**src/rtl/nand_ecc1_pkg.sv**
```systemverilog
package nand_ecc1_pkg;

  localparam int HALF_W = 12;
  localparam int CODE_W = 2 * HALF_W;
  localparam int OFFS_W = 9;

  typedef enum logic [1:0] {
    ST_CLEAN    = 2'd0,
    ST_FIXED    = 2'd1,
    ST_CODE_ERR = 2'd2,
    ST_UNCORR   = 2'd3
  } ecc_status_e;

  typedef struct packed {
    ecc_status_e       status;
    logic [OFFS_W-1:0] offs;
    logic [2:0]        bidx;
  } ecc_verdict_t;

  // Fold one byte at a given offset into the raw parity word.
  function automatic logic [31:0] raw_step(input logic [31:0] raw,
                                           input logic [OFFS_W-1:0] offs,
                                           input logic [7:0] data);
    logic [HALF_W-1:0] hi, lo;
    logic              px;
    hi = raw[27:16];
    lo = raw[11:0];
    px = ^data;
    for (int k = 0; k < 3; k++) begin
      for (int b = 0; b < 8; b++) begin
        if (b[k]) hi[k] = hi[k] ^ data[b];
        else      lo[k] = lo[k] ^ data[b];
      end
    end
    for (int k = 3; k < HALF_W; k++) begin
      if (offs[k-3]) hi[k] = hi[k] ^ px;
      else           lo[k] = lo[k] ^ px;
    end
    return {4'b0, hi, 4'b0, lo};
  endfunction

  // Drop the reserved nibbles and invert.
  function automatic logic [CODE_W-1:0] pack_code(input logic [31:0] raw);
    return ~{raw[27:16], raw[11:0]};
  endfunction

  function automatic ecc_verdict_t classify(input logic [CODE_W-1:0] diff,
                                            input int region);
    ecc_verdict_t v;
    v = '{status: ST_CLEAN, offs: '0, bidx: '0};
    if (diff == '0) begin
      v.status = ST_CLEAN;
    end else if ((diff[23:12] ^ diff[11:0]) == 12'hFFF) begin
      if (int'(diff[23:15]) < region) begin
        v.status = ST_FIXED;
        v.offs   = diff[23:15];
        v.bidx   = diff[14:12];
      end else begin
        v.status = ST_UNCORR;
      end
    end else if ((diff & (diff - 24'd1)) == '0) begin
      v.status = ST_CODE_ERR;
    end else begin
      v.status = ST_UNCORR;
    end
    return v;
  endfunction

endpackage

```
**src/rtl/nand_ecc1_parity_acc.sv**
```systemverilog
module nand_ecc1_parity_acc
  import nand_ecc1_pkg::*;
#(
  parameter int REGION_BYTES = 512
) (
  input  logic        clk,
  input  logic        rst_n,
  input  logic        start,
  input  logic        in_valid,
  input  logic [7:0]  in_byte,
  output logic [31:0] raw_parity,
  output logic        acc_done,
  output logic        take
);
  localparam int CNT_W = $clog2(REGION_BYTES + 1);

  logic [CNT_W-1:0] cnt_q;
  logic [31:0]      raw_q;

  assign acc_done   = (cnt_q == CNT_W'(REGION_BYTES));
  assign take       = in_valid && !start && !acc_done;
  assign raw_parity = raw_q;

  always_ff @(posedge clk or negedge rst_n) begin
    if (!rst_n) begin
      cnt_q <= '0;
      raw_q <= '0;
    end else if (start) begin
      cnt_q <= '0;
      raw_q <= '0;
    end else if (take) begin
      cnt_q <= cnt_q + CNT_W'(1);
      raw_q <= raw_step(raw_q, OFFS_W'(cnt_q), in_byte);
    end
  end
endmodule

```
**config.mk**
```make
export PLATFORM = sky130hd
export DESIGN_NAME = nand_ecc1_parity_acc
export DESIGN_NICKNAME = d
export VERILOG_FILES = /design/src/rtl/nand_ecc1_pkg.sv /design/src/rtl/nand_ecc1_parity_acc.sv
export SDC_FILE = /design/constraint.sdc
export NUM_CORES = 1
export LEC_CHECK = 0
export BUFFER_PORTS_ARGS = -buffer_cell sky130_fd_sc_hd__buf_2
export CORE_MARGIN = 2
export CORE_UTILIZATION = 40
export CTS_CLUSTER_DIAMETER = 120
export CTS_CLUSTER_SIZE = 30
export DETAILED_ROUTE_END_ITERATION = 8
export HOLD_SLACK_MARGIN = 0.06
export MAX_ROUTING_LAYER = met4
export PLACE_DENSITY = 0.64
export SKIP_LAST_GASP = 1
export SLEW_MARGIN = 0
export SYNTH_ARGS = -nofsm -noshare
export SYNTH_HDL_FRONTEND = slang
export SYNTH_SLANG_ARGS = --single-unit
```
**constraint.sdc**
```tcl
create_clock -name clk -period 4.45 [get_ports clk]
set_input_delay 0.89 -clock clk [delete_from_list [all_inputs] [get_ports clk]]
set_output_delay 0.89 -clock clk [all_outputs]
set_load 0.02 [all_outputs]
```
==> results of run 1 <==
## cell usage in the layout, fill, tap and decap left out, types with 2 or more instances in the layout
| cell type | synthesis | final |
|---|---|---|
| buf_2 | 4 | 37 |
| nand2_1 | 12 | 12 |
| xor2_1 | 11 | 11 |
| xnor2_1 | 13 | 13 |
| xnor2_2 | 3 | 3 |
| conb_1 | 1 | 8 |
| mux2i_1 | 7 | 7 |
| nand4_1 | 2 | 2 |
| or3_1 | 2 | 2 |
| o311ai_1 | 9 | 9 |
| clkbuf_8 | 0 | 6 |
| o41ai_1 | 11 | 11 |
| inv_1 | 2 | 2 |
| ha_1 | 2 | 2 |
| nand3_1 | 15 | 15 |
| a21oi_1 | 2 | 2 |
| nor2_1 | 14 | 14 |
| inv_2 | 3 | 3 |
| xor2_2 | 2 | 2 |
| dfrtp_1 | 34 | 34 |
| nor3_1 | 2 | 2 |
| o311ai_0 | 2 | 2 |
| and3_1 | 2 | 2 |
## state kept, by name, indices dropped and copies added, names as in the netlist
signal / flops
cnt_q: 10
raw_parity: 24
## power groups by stage
| stage | registers (mW) | logic, mW | clock network [mW] |
|---|---|---|---|
| after floorplan | 0.401 | 0.131 | 0 |
| after global placement | 0.369 | 0.202 | 0 |
| after detailed placement | 0.369 | 0.205 | 0 |
| after CTS | 0.364 | 0.206 | 0.243 |
| after global routing | 0.368 | 0.227 | 0.258 |
| final | 0.364 | 0.203 | 0.235 |
## kinds of logic (layout without fill, tap and decap cells)
group	Yosys count	in the layout	share of synthesized area [%]
simple gates	52	52	13.5
flops	34	34	45.8
xor+xnor	29	29	15.7
compound gates	27	27	11.9
buf+inv	25	51	7.75
mux	7	7	3.77
fa+ha+maj	2	2	1.35
other cells	1	8	0.202
## cell type report
| type | instances | share of cell area, % |
|---|---|---|
| repair buffers | 38 | 9.14 |
| clock inverters | 1 | 0.238 |
| inverters | 5 | 0.891 |
| well taps | 52 | 3.09 |
| flip-flops and latches | 34 | 40.4 |
| clock buffers | 7 | 4.10 |
| multi-input cells | 125 | 42.2 |
## through the flow
step | setup WS [ns] | cell area [µm²] | utilization [%] | total power, mW | std cells
after floorplan | 1.97 | 1880 | - | 0.532 | 184
after global placement | 1.49 | 2020 | 45.7 | 0.571 | 254
after detailed placement | 1.44 | 2020 | 45.7 | 0.575 | 254
after CTS | 1.44 | 2110 | 47.7 | 0.813 | 262
after global routing | 1.31 | 2110 | 47.7 | 0.853 | 262
final | 1.44 | 2110 | 47.7 | 0.803 | 262
## worst max-delay path, cell delays in order
cell	delay, ns
buf_2	0.21
nor2b_1	0.42
nand2_1	0.10
buf_4	0.22
inv_2	0.10
buf_2	0.16
## worst max-delay path by stage
stage | from | to | slack [ns] | cells after the start
2_1_floorplan | start | take | 1.97 | 5
3_3_place_gp | start | take | 1.49 | 6
3_5_place_dp | start | take | 1.44 | 6
4_1_cts | start | take | 1.44 | 6
5_1_grt | start | take | 1.31 | 6
6_report | start | take | 1.44 | 6
## metal layers
metal	global-route usage, %	wire length (µm)	vias to the layer above
li1	-	-	675
met1	23.5	1840	614
met2	22.6	1570	46
met3	3.89	189	4
met4	7.34	54	0
met5	-	0	-
## cells in the mapped netlist (all sizes together)
library cell  instances
and3                  2
inv                   5
xor2                 13
o21ai                 2
nand2                12
nor2                 14
a21oi                 2
o311ai               11
nand3                15
xnor2                16
buf                  14
mux2i                 7
nor4                  1
ha                    2
nor3                  2
dfrtp                34
o41ai                11
nand4                 3
clkbuf                6
o31ai                 1
or3                   2
conb                  1
nor2b                 1
==> flow_metrics.py, run 1 <==
metrics = {
    "setup_path": {
        "worstSetupPathType": "input port to output pin",
        "reg2reg_depth": 7,
        "worstPathArrival_ns": 2.12,
        "worstPathRequired_ns": 3.56,
        "reg2reg_slack_ns": 2.50,
        "setup.worst_path.end_class": "output pin",
        "r2r-end": "raw_parity[11]$_DFFE_PN0P_",
        "start_kind": "input port",
        "r2r-start": "cnt_q[0]$_DFFE_PN0P_",
        "critical_path.max_fanout": 23,
    },
    "floorplanning": {
        "core-area_um2": 4410,
        "fp-row-count": 24,
        "num_io_pins": 46,
        "dieArea_um2": 5200,
        "initial_core_util_pct": 42.1,
        "die_y_um": 72.1,
        "die_x_um": 72.1,
    },
    "grt": {
        "antenna_found_initial": 0,
        "grt_max_degree": 35,
        "grt-ovfl-total": 0,
        "grt_pass1_wl_mm": 6.42,
        "track_usage_pct": 16.6,
        "grt_pass1_vias": 1297,
    },
    "final_layout": {
        "antenna_cells": 0,
        "nFillCells": 418,
        "nNetsFinal": 223,
        "layout-drive-gt1-share_pct": 26.2,
        "multi_input_area_um2": 888,
        "seq_area_um2": 851,
        "areaGrowthSynthToFinish_pct": 13.5,
    },
    "clock_network": {
        "ctsLongestPathBuffers": 2,
        "ctsHoldBuffers": 0,
        "cts_tree": "done",
        "post-cts-setup-buffer-count": 0,
        "numCtsBuffers": 5,
        "cts.sinks": 34,
        "cts_resized": 0,
        "clk_pin_slew_ns": 0.07,
        "cts_root_buf": "clkbuf_8",
        "htreeDepth": 2,
        "clk_latency_ns": 0.29,
    },
    "timing": {
        "finalHoldViolations": 0,
        "slew_violations": 0,
        "timing.hold.ws_ns": 0.465,
        "period_minus_slack_ns": 3.01,
        "slew_headroom_pct": 42.3,
        "clock.fmax_mhz": 333,
        "clock_skew_ns": 0.00788,
        "fin_crit_sh_pct": 67.6,
        "setup_tns_ns": 0,
        "rsz0062_at_grt": "no",
        "finalSetupViolCount": 0,
        "tightest_slew_ns": 0.865,
    },
    "power_and_ir_drop": {
        "power.switching_mw": 0.270,
        "p_int_mw": 0.532,
        "p_leak_nw": 1.05,
        "sw_frac_of_total_pct": 33.7,
        "max-vdd-ir-drop_mv": 0.173,
        "combPwrFrac_pct": 25.3,
        "seqPwrFrac_pct": 45.3,
        "p_per_area_nw_per_um2": 381,
        "pwr-share-clk_pct": 29.3,
    },
    "hold_path": {
        "hold_start": "raw_parity[27]$_DFFE_PN0P_",
        "min_to": "raw_parity[27]$_DFFE_PN0P_",
        "min_path_type": "flip-flop to flip-flop",
        "whs_path_depth": 1,
    },
    "yosys": {
        "ys_ff_latch": 34,
        "synth.area.top_cells": "dfrtp_1 46%, xnor2_1 6.1%, o41ai_1 5.2%, xor2_1 5.2%, o311ai_1 4.2%",
        "synth_top_area_share_pct": 45.8,
        "syn-cell-area_um2": 1860,
        "ys_warn_count": 0,
        "ys_seq_area_share_pct": 45.8,
        "postSynthCellCount": 177,
        "synth_largest_area_cell": "dfrtp_1",
        "netlist-cell-type-count": 31,
        "synth_area_per_cell_um2": 10.5,
    },
    "route": {
        "dr.pass1.iters": 4,
        "drt_iter0_markers": 88,
        "viasPerCell": 5.11,
        "vias": 1339,
        "wl_per_cell_um": 13.9,
        "drc_errors": 0,
        "totalWireLength_mm": 3.65,
        "ant_nets": 0,
    },
    "placed_design": {
        "place_hpwl_mm": 2.55,
        "portBuffers": 37,
        "gp_congestion": 0.733,
    },
    "run_status": {
        "status": "finished, final reports clean",
    },
    "flow_run": {
        "cap_violations": 0,
    },
}
Note: power is estimated with default switching activity, not from simulation.
==> run 2, diff against run 1 <==
Clock period 4.45 ns to 3.1 ns, I/O delays scaled along.
==> run 2 against run 1 <==
Effect of this change: count of clock-buffer cells in the layout increased by 1; hold slack got worse by 0.070 ns; sequential share of layout area decreased by 0.64 points; via count increased by 4.9%; flip-flop and latch count unchanged; combinational power increased by 51%; global-route usage decreased by 0.88 points; non-clock buffer count increased by 2; wire length decreased by 1.5%; final area increased by 1.6%; utilization increased by 0.77 points; total power increased by 51%; largest cell class unchanged.
==> flow_metrics.py, run 2 (synthesis gave the netlist of run 1 again) <==
metrics = {
    "route": {
        "wl_per_cell_um": 13.6,
        "vias": 1405,
        "ant_nets": 0,
        "totalWireLength_mm": 3.60,
        "drc_errors": 0,
        "viasPerCell": 5.32,
        "dr.pass1.iters": 4,
        "drt_iter0_markers": 127,
    },
    "setup_path": {
        "reg2reg_slack_ns": 1.11,
        "reg2reg_depth": 7,
        "critical_path.max_fanout": 9,
        "cpMaxStageDelayCell": "dfrtp_1",
        "worstPathArrival_ns": 1.79,
        "r2r-start": "cnt_q[0]$_DFFE_PN0P_",
        "start_kind": "flip-flop",
        "worstPathRequired_ns": 2.48,
        "r2r-end": "raw_parity[11]$_DFFE_PN0P_",
        "cp_num_buf_inv": 2,
        "path_cells": "nor4_2 -> nand4_2 -> nand2_1 -> inv_2 -> buf_2",
        "cp_top_family": "simple AND/OR/NAND/NOR gates",
        "worstSetupPathType": "flip-flop to output pin",
        "slowest_delay_ns": 0.48,
        "setup.worst_path.end_class": "output pin",
    },
    "grt": {
        "grt_util_met3_pct": 3.47,
        "antenna_found_initial": 0,
        "grtUsageMet1_pct": 21.5,
        "track_usage_pct": 15.8,
        "grt_max_degree": 35,
        "top_usage_layer": "met2",
        "grt_pass1_wl_mm": 6.20,
        "grt_pass1_vias": 1313,
        "met2_usage_pct": 22.8,
        "grt-ovfl-total": 0,
    },
    "power_and_ir_drop": {
        "max-vdd-ir-drop_mv": 0.269,
        "p_per_area_nw_per_um2": 565,
        "sw_frac_of_total_pct": 32.1,
        "pwr-share-clk_pct": 31.5,
        "combPwrFrac_pct": 25.3,
        "power.switching_mw": 0.389,
        "seqPwrFrac_pct": 43.1,
        "p_int_mw": 0.822,
        "p_leak_nw": 1.07,
    },
    "final_layout": {
        "antenna_cells": 0,
        "layout-drive-gt1-share_pct": 27.4,
        "final_common_cell": "buf_2",
        "areaGrowthSynthToFinish_pct": 15.3,
        "largest_reg_flops": 24,
        "nNetsFinal": 225,
        "mostFrequentLayoutCells": "37 x buf_2, 34 x dfrtp_1, 15 x nand3_1",
    },
    "clock_network": {
        "cts_tree": "done",
        "clk_pin_slew_ns": 0.07,
        "clk_latency_ns": 0.28,
        "cts_root_buf": "clkbuf_8",
        "cts_resized": 0,
        "ctsLongestPathBuffers": 2,
        "numCtsBuffers": 5,
        "cts.sinks": 34,
        "htreeDepth": 2,
        "post-cts-setup-buffer-count": 0,
        "ctsHoldBuffers": 0,
    },
    "timing": {
        "fin_crit_sh_pct": 77.8,
        "rsz0062_at_grt": "no",
        "timing.hold.ws_ns": 0.395,
        "tightest_slew_ns": 0.802,
        "period_minus_slack_ns": 2.41,
        "clock.fmax_mhz": 415,
        "finalHoldViolations": 0,
        "slew_violations": 0,
        "clock_skew_ns": 0.00624,
        "slew_headroom_pct": 46.5,
        "finalSetupViolCount": 0,
        "setup_tns_ns": 0,
    },
    "flow_run": {
        "cap_violations": 0,
    },
    "hold_path": {
        "min_path_type": "input port to asynchronous set/reset pin",
    },
    "placed_design": {
        "place_hpwl_mm": 2.50,
        "portBuffers": 37,
        "gp_congestion": 0.780,
    },
    "floorplanning": {
        "initial_core_util_pct": 42.1,
        "num_io_pins": 46,
        "dieArea_um2": 5200,
        "die_y_um": 72.1,
        "core-area_um2": 4410,
        "fp-row-count": 24,
        "die_x_um": 72.1,
    },
    "run_status": {
        "status": "finished, final reports clean",
    },
}
-- run 2: cell count changes in the layout (fill, tap and decap cells not counted), sizes merged --
cell	previous run	this run
clkbuf	7	8
clkinv	1	0
buf	38	40
-- run 2: per-layer routing --
| layer | share of wire [%] | vias to the layer above |
|---|---|---|
| li1 | - | 681 |
| met1 | 48 | 663 |
| met2 | 44 | 54 |
| met3 | 5.7 | 7 |
| met4 | 1.7 | 0 |
| met5 | 0 | - |
-- run 2: metrics by stage --
stage	util [%]	worst slack (ns)	instances	cell area, µm²	power, mW
CTS	48.5	0.653	264	2140	1.22
global route	48.5	0.534	264	2140	1.27
floorplan	-	1.16	184	1880	0.764
finish	48.5	0.689	264	2140	1.21
global placement	46.0	0.734	256	2030	0.836
detailed placement	46.0	0.673	256	2030	0.839
-- run 2: cell type report --
cell class | instances | area [µm²]
fillers | 404 | 2270
inverters | 5 | 18.8
repair buffers | 40 | 208
multi-input cells | 125 | 888
flip-flops and latches | 34 | 851
well taps | 52 | 65.1
clock buffers | 8 | 110
-- run 2: worst max-delay path by stage --
stage                            endpoint                  from  slack, ns  cells after the start
2_1_floorplan                        take                 start       1.16                      5
4_1_cts                              take  cnt_q[3]$_DFFE_PN0P_       0.65                      5
3_3_place_gp                         take                 start       0.73                      5
5_1_grt                              take  cnt_q[3]$_DFFE_PN0P_       0.53                      5
3_5_place_dp   raw_parity[20]$_DFFE_PN0P_            in_byte[2]       0.67                      6
6_report                             take  cnt_q[3]$_DFFE_PN0P_       0.69                      5
-- run 2: power by group through the flow --
stage	Sequential, mW	Combinational [mW]	Clock, mW
floorplan	0.576	0.188	0
global placement	0.530	0.306	0
detailed placement	0.531	0.309	0
CTS	0.522	0.310	0.390
global route	0.529	0.339	0.402
finish	0.522	0.307	0.382
==> run 3, diff against run 2 <==
Settings changed: ABC_AREA from default to 1, PLACE_DENSITY 0.64 to 0.63.
Clock period 3.1 ns to 2.33 ns, I/O delays scaled along.
==> run 3 against run 2 <==
Effect of this change: first-iteration DRC count fell by 18%; global-route usage rose by 0.96 points; die area rose by 13%; non-clock buffer count fell by 1; critical path depth rose by 3; setup slack got worse by 0.42 ns; count of clock-buffer cells in the layout fell by 1; utilization fell by 2.0 points; flip-flop and latch count did not move; hold slack got worse by 0.14 ns.
==> flow_metrics.py, run 3 <==
metrics = {
    "run_status": {
        "status": "finished, final reports clean",
    },
    "yosys": {
        "synth_largest_area_cell": "dfrtp_1",
        "ys.flop_type": "dfrtp_1",
        "netlist-cell-type-count": 26,
        "yosysMostFrequentCell": "nand2_1",
        "async_reset_ff_share_pct": 100,
        "ys_top_cells_by_count": "64 x nand2_1, 47 x nor2_1, 34 x dfrtp_1",
        "ys_seq_area_share_pct": 40.4,
        "synth_area_per_cell_um2": 7.34,
        "ys_warn_count": 0,
        "ys_ff_latch": 34,
        "synth.area.top_cells": "dfrtp_1 40%, nand2_1 11%, nor2_1 8.4%, nand3_1 6.4%, inv_1 5.0%",
        "postSynthCellCount": 287,
        "synth_top_area_share_pct": 40.4,
        "synth_edf_count": 0,
        "syn-cell-area_um2": 2110,
    },
    "timing": {
        "fin_crit_sh_pct": 88.5,
        "rsz0062_at_grt": "no",
        "tightest_slew_ns": 0.780,
        "clock_skew_ns": 0.00353,
        "finalSetupViolCount": 0,
        "slew_headroom_pct": 48.0,
        "slew_violations": 0,
        "period_minus_slack_ns": 2.06,
        "finalHoldViolations": 0,
        "clock.fmax_mhz": 485,
        "setup_tns_ns": 0,
    },
    "grt": {
        "antenna_found_initial": 0,
        "grt_pass1_vias": 1650,
        "grt_max_degree": 35,
        "grt_pass1_wl_mm": 7.54,
        "track_usage_pct": 16.7,
        "grt-ovfl-total": 0,
    },
    "setup_path": {
        "r2r-end": "cnt_q[1]$_DFFE_PN0P_",
        "reg2reg_slack_ns": 0.52,
        "worstPathRequired_ns": 1.86,
        "cp_num_buf_inv": 4,
        "path_cells": "inv_1 -> ha_1 -> nand2_1 -> inv_1 -> nand2_1 -> o21bai_2 -> inv_1 -> buf_2",
        "worstPathArrival_ns": 1.60,
        "cp_top_family": "buffers and inverters",
        "startpoint": "cnt_q[0]$_DFFE_PN0P_",
        "cpMostUsedCell": "inv_1",
        "r2r-start": "cnt_q[0]$_DFFE_PN0P_",
        "path_depth": 8,
        "start_kind": "flip-flop",
        "cpMaxStageDelayCell": "dfrtp_1",
        "worstSetupPathType": "flip-flop to output pin",
        "critical_path.max_fanout": 7,
        "reg2reg_depth": 9,
        "critPathCapture": "take",
        "slowest_delay_ns": 0.39,
        "setup.worst_path.end_class": "output pin",
    },
    "clock_network": {
        "post-cts-setup-buffer-count": 0,
        "cts_resized": 0,
        "cts_tree": "done",
        "htreeDepth": 2,
        "ctsLongestPathBuffers": 2,
        "cts_root_buf": "clkbuf_8",
        "clk_pin_slew_ns": 0.06,
        "numCtsBuffers": 5,
        "clk_latency_ns": 0.29,
        "ctsHoldBuffers": 0,
        "cts.sinks": 34,
    },
    "floorplanning": {
        "dieArea_um2": 5860,
        "die_y_um": 76.6,
        "core-area_um2": 5110,
        "num_io_pins": 46,
        "initial_core_util_pct": 41.3,
        "fp-row-count": 26,
        "die_x_um": 76.6,
    },
    "route": {
        "ant_nets": 0,
        "vias": 1855,
        "drt_iter0_markers": 104,
        "drc_errors": 0,
        "dr.pass1.iters": 4,
        "viasPerCell": 4.72,
        "totalWireLength_mm": 4.40,
        "wl_per_cell_um": 11.2,
    },
    "final_layout": {
        "areaGrowthSynthToFinish_pct": 12.8,
        "nFillCells": 557,
        "mostFrequentLayoutCells": "64 x nand2_1, 47 x nor2_1, 37 x buf_2",
        "nNetsFinal": 337,
        "largest_reg_flops": 24,
        "final_common_cell": "nand2_1",
        "layout-drive-gt1-share_pct": 17.0,
        "antenna_cells": 0,
        "fin_cells": 393,
    },
    "hold_path": {
        "min_path_type": "input port to asynchronous set/reset pin",
    },
    "power_and_ir_drop": {
        "max-vdd-ir-drop_mv": 0.267,
        "p_per_area_nw_per_um2": 583,
        "p_leak_nw": 1.22,
    },
    "flow_run": {
        "cap_violations": 0,
    },
    "placed_design": {
        "place_hpwl_mm": 3.09,
        "portBuffers": 37,
        "gp_congestion": 0.794,
        "place_inst": 386,
    },
}
## run 3: worst reg2reg max path, delay by kind of cell, from the launching register on
kind                       cells  cell delay (ns)
and+or+nand+nor                3             0.33
DFF                            1             0.41
buffers and inverters          3             0.49
AOI/OAI and AO/OA              2             0.35
adders and majority gates      1             0.15
## run 3: cells by family (layout without fill, tap and decap cells)
family / after synthesis / count (layout) / share of synthesized area, %
AO/OA/AOI/OAI: 40 / 40 / 11.6
adder cells (fa/ha/maj): 2 / 2 / 1.19
flip-flops: 34 / 34 / 40.4
buffers and inverters: 45 / 74 / 10.7
XOR/XNOR: 13 / 13 / 5.40
other: 1 / 8 / 0.178
AND/OR/NAND/NOR: 152 / 152 / 30.5
## run 3: through the flow
step / setup WS, ns / hold slack [ns] / cell area [µm²] / power [mW] / utilization [%]
6_report: 0.268 / 0.255 / 2380 / 1.39 / 46.5
3_3_place_gp: 0.519 / 0.453 / 2300 / 0.982 / 45.0
5_1_grt: 0.109 / 0.309 / 2380 / 1.48 / 46.5
3_5_place_dp: 0.477 / 0.461 / 2300 / 0.990 / 45.0
4_1_cts: 0.230 / 0.280 / 2380 / 1.41 / 46.5
2_1_floorplan: 0.780 / 0.170 / 2130 / 0.920 / -
## run 3: area by class of cell
cell class,instances,area (µm²),area share [%]
Tap cell,70,87.6,3.69
Sequential cell,34,851,35.8
Inverter,28,105,4.42
Timing Repair Buffer,39,200,8.43
Clock buffer,7,76.3,3.21
Multi-Input combinational cell,215,1060,44.4
## run 3: routing by layer
layer | GRT usage, % | share of wire [%]
met3 | 5.45 | 4.0
met4 | 6.00 | 1.6
met2 | 25.9 | 46
met1 | 20.5 | 49
met5 | - | 0
## run 3: how the worst min path moves through the flow
stage | startpoint | to | slack (ns) | cells past startpoint
2_1_floorplan | rst_n | cnt_q[0]$_DFFE_PN0P_ | 0.17 | 0
3_5_place_dp | raw_parity[18]$_DFFE_PN0P_ | raw_parity[18]$_DFFE_PN0P_ | 0.46 | 1
4_1_cts | rst_n | raw_parity[10]$_DFFE_PN0P_ | 0.28 | 1
5_1_grt | rst_n | raw_parity[5]$_DFFE_PN0P_ | 0.31 | 1
3_3_place_gp | raw_parity[18]$_DFFE_PN0P_ | raw_parity[18]$_DFFE_PN0P_ | 0.45 | 1
6_report | rst_n | raw_parity[10]$_DFFE_PN0P_ | 0.26 | 1
## run 3: power breakdown
group / leakage, nW / total [mW] / internal, mW / switching [mW]
combinational: 0.723 / 0.323 / 0.104 / 0.219
sequential: 0.464 / 0.651 / 0.623 / 0.0285
clock: 0.0383 / 0.412 / 0.206 / 0.206
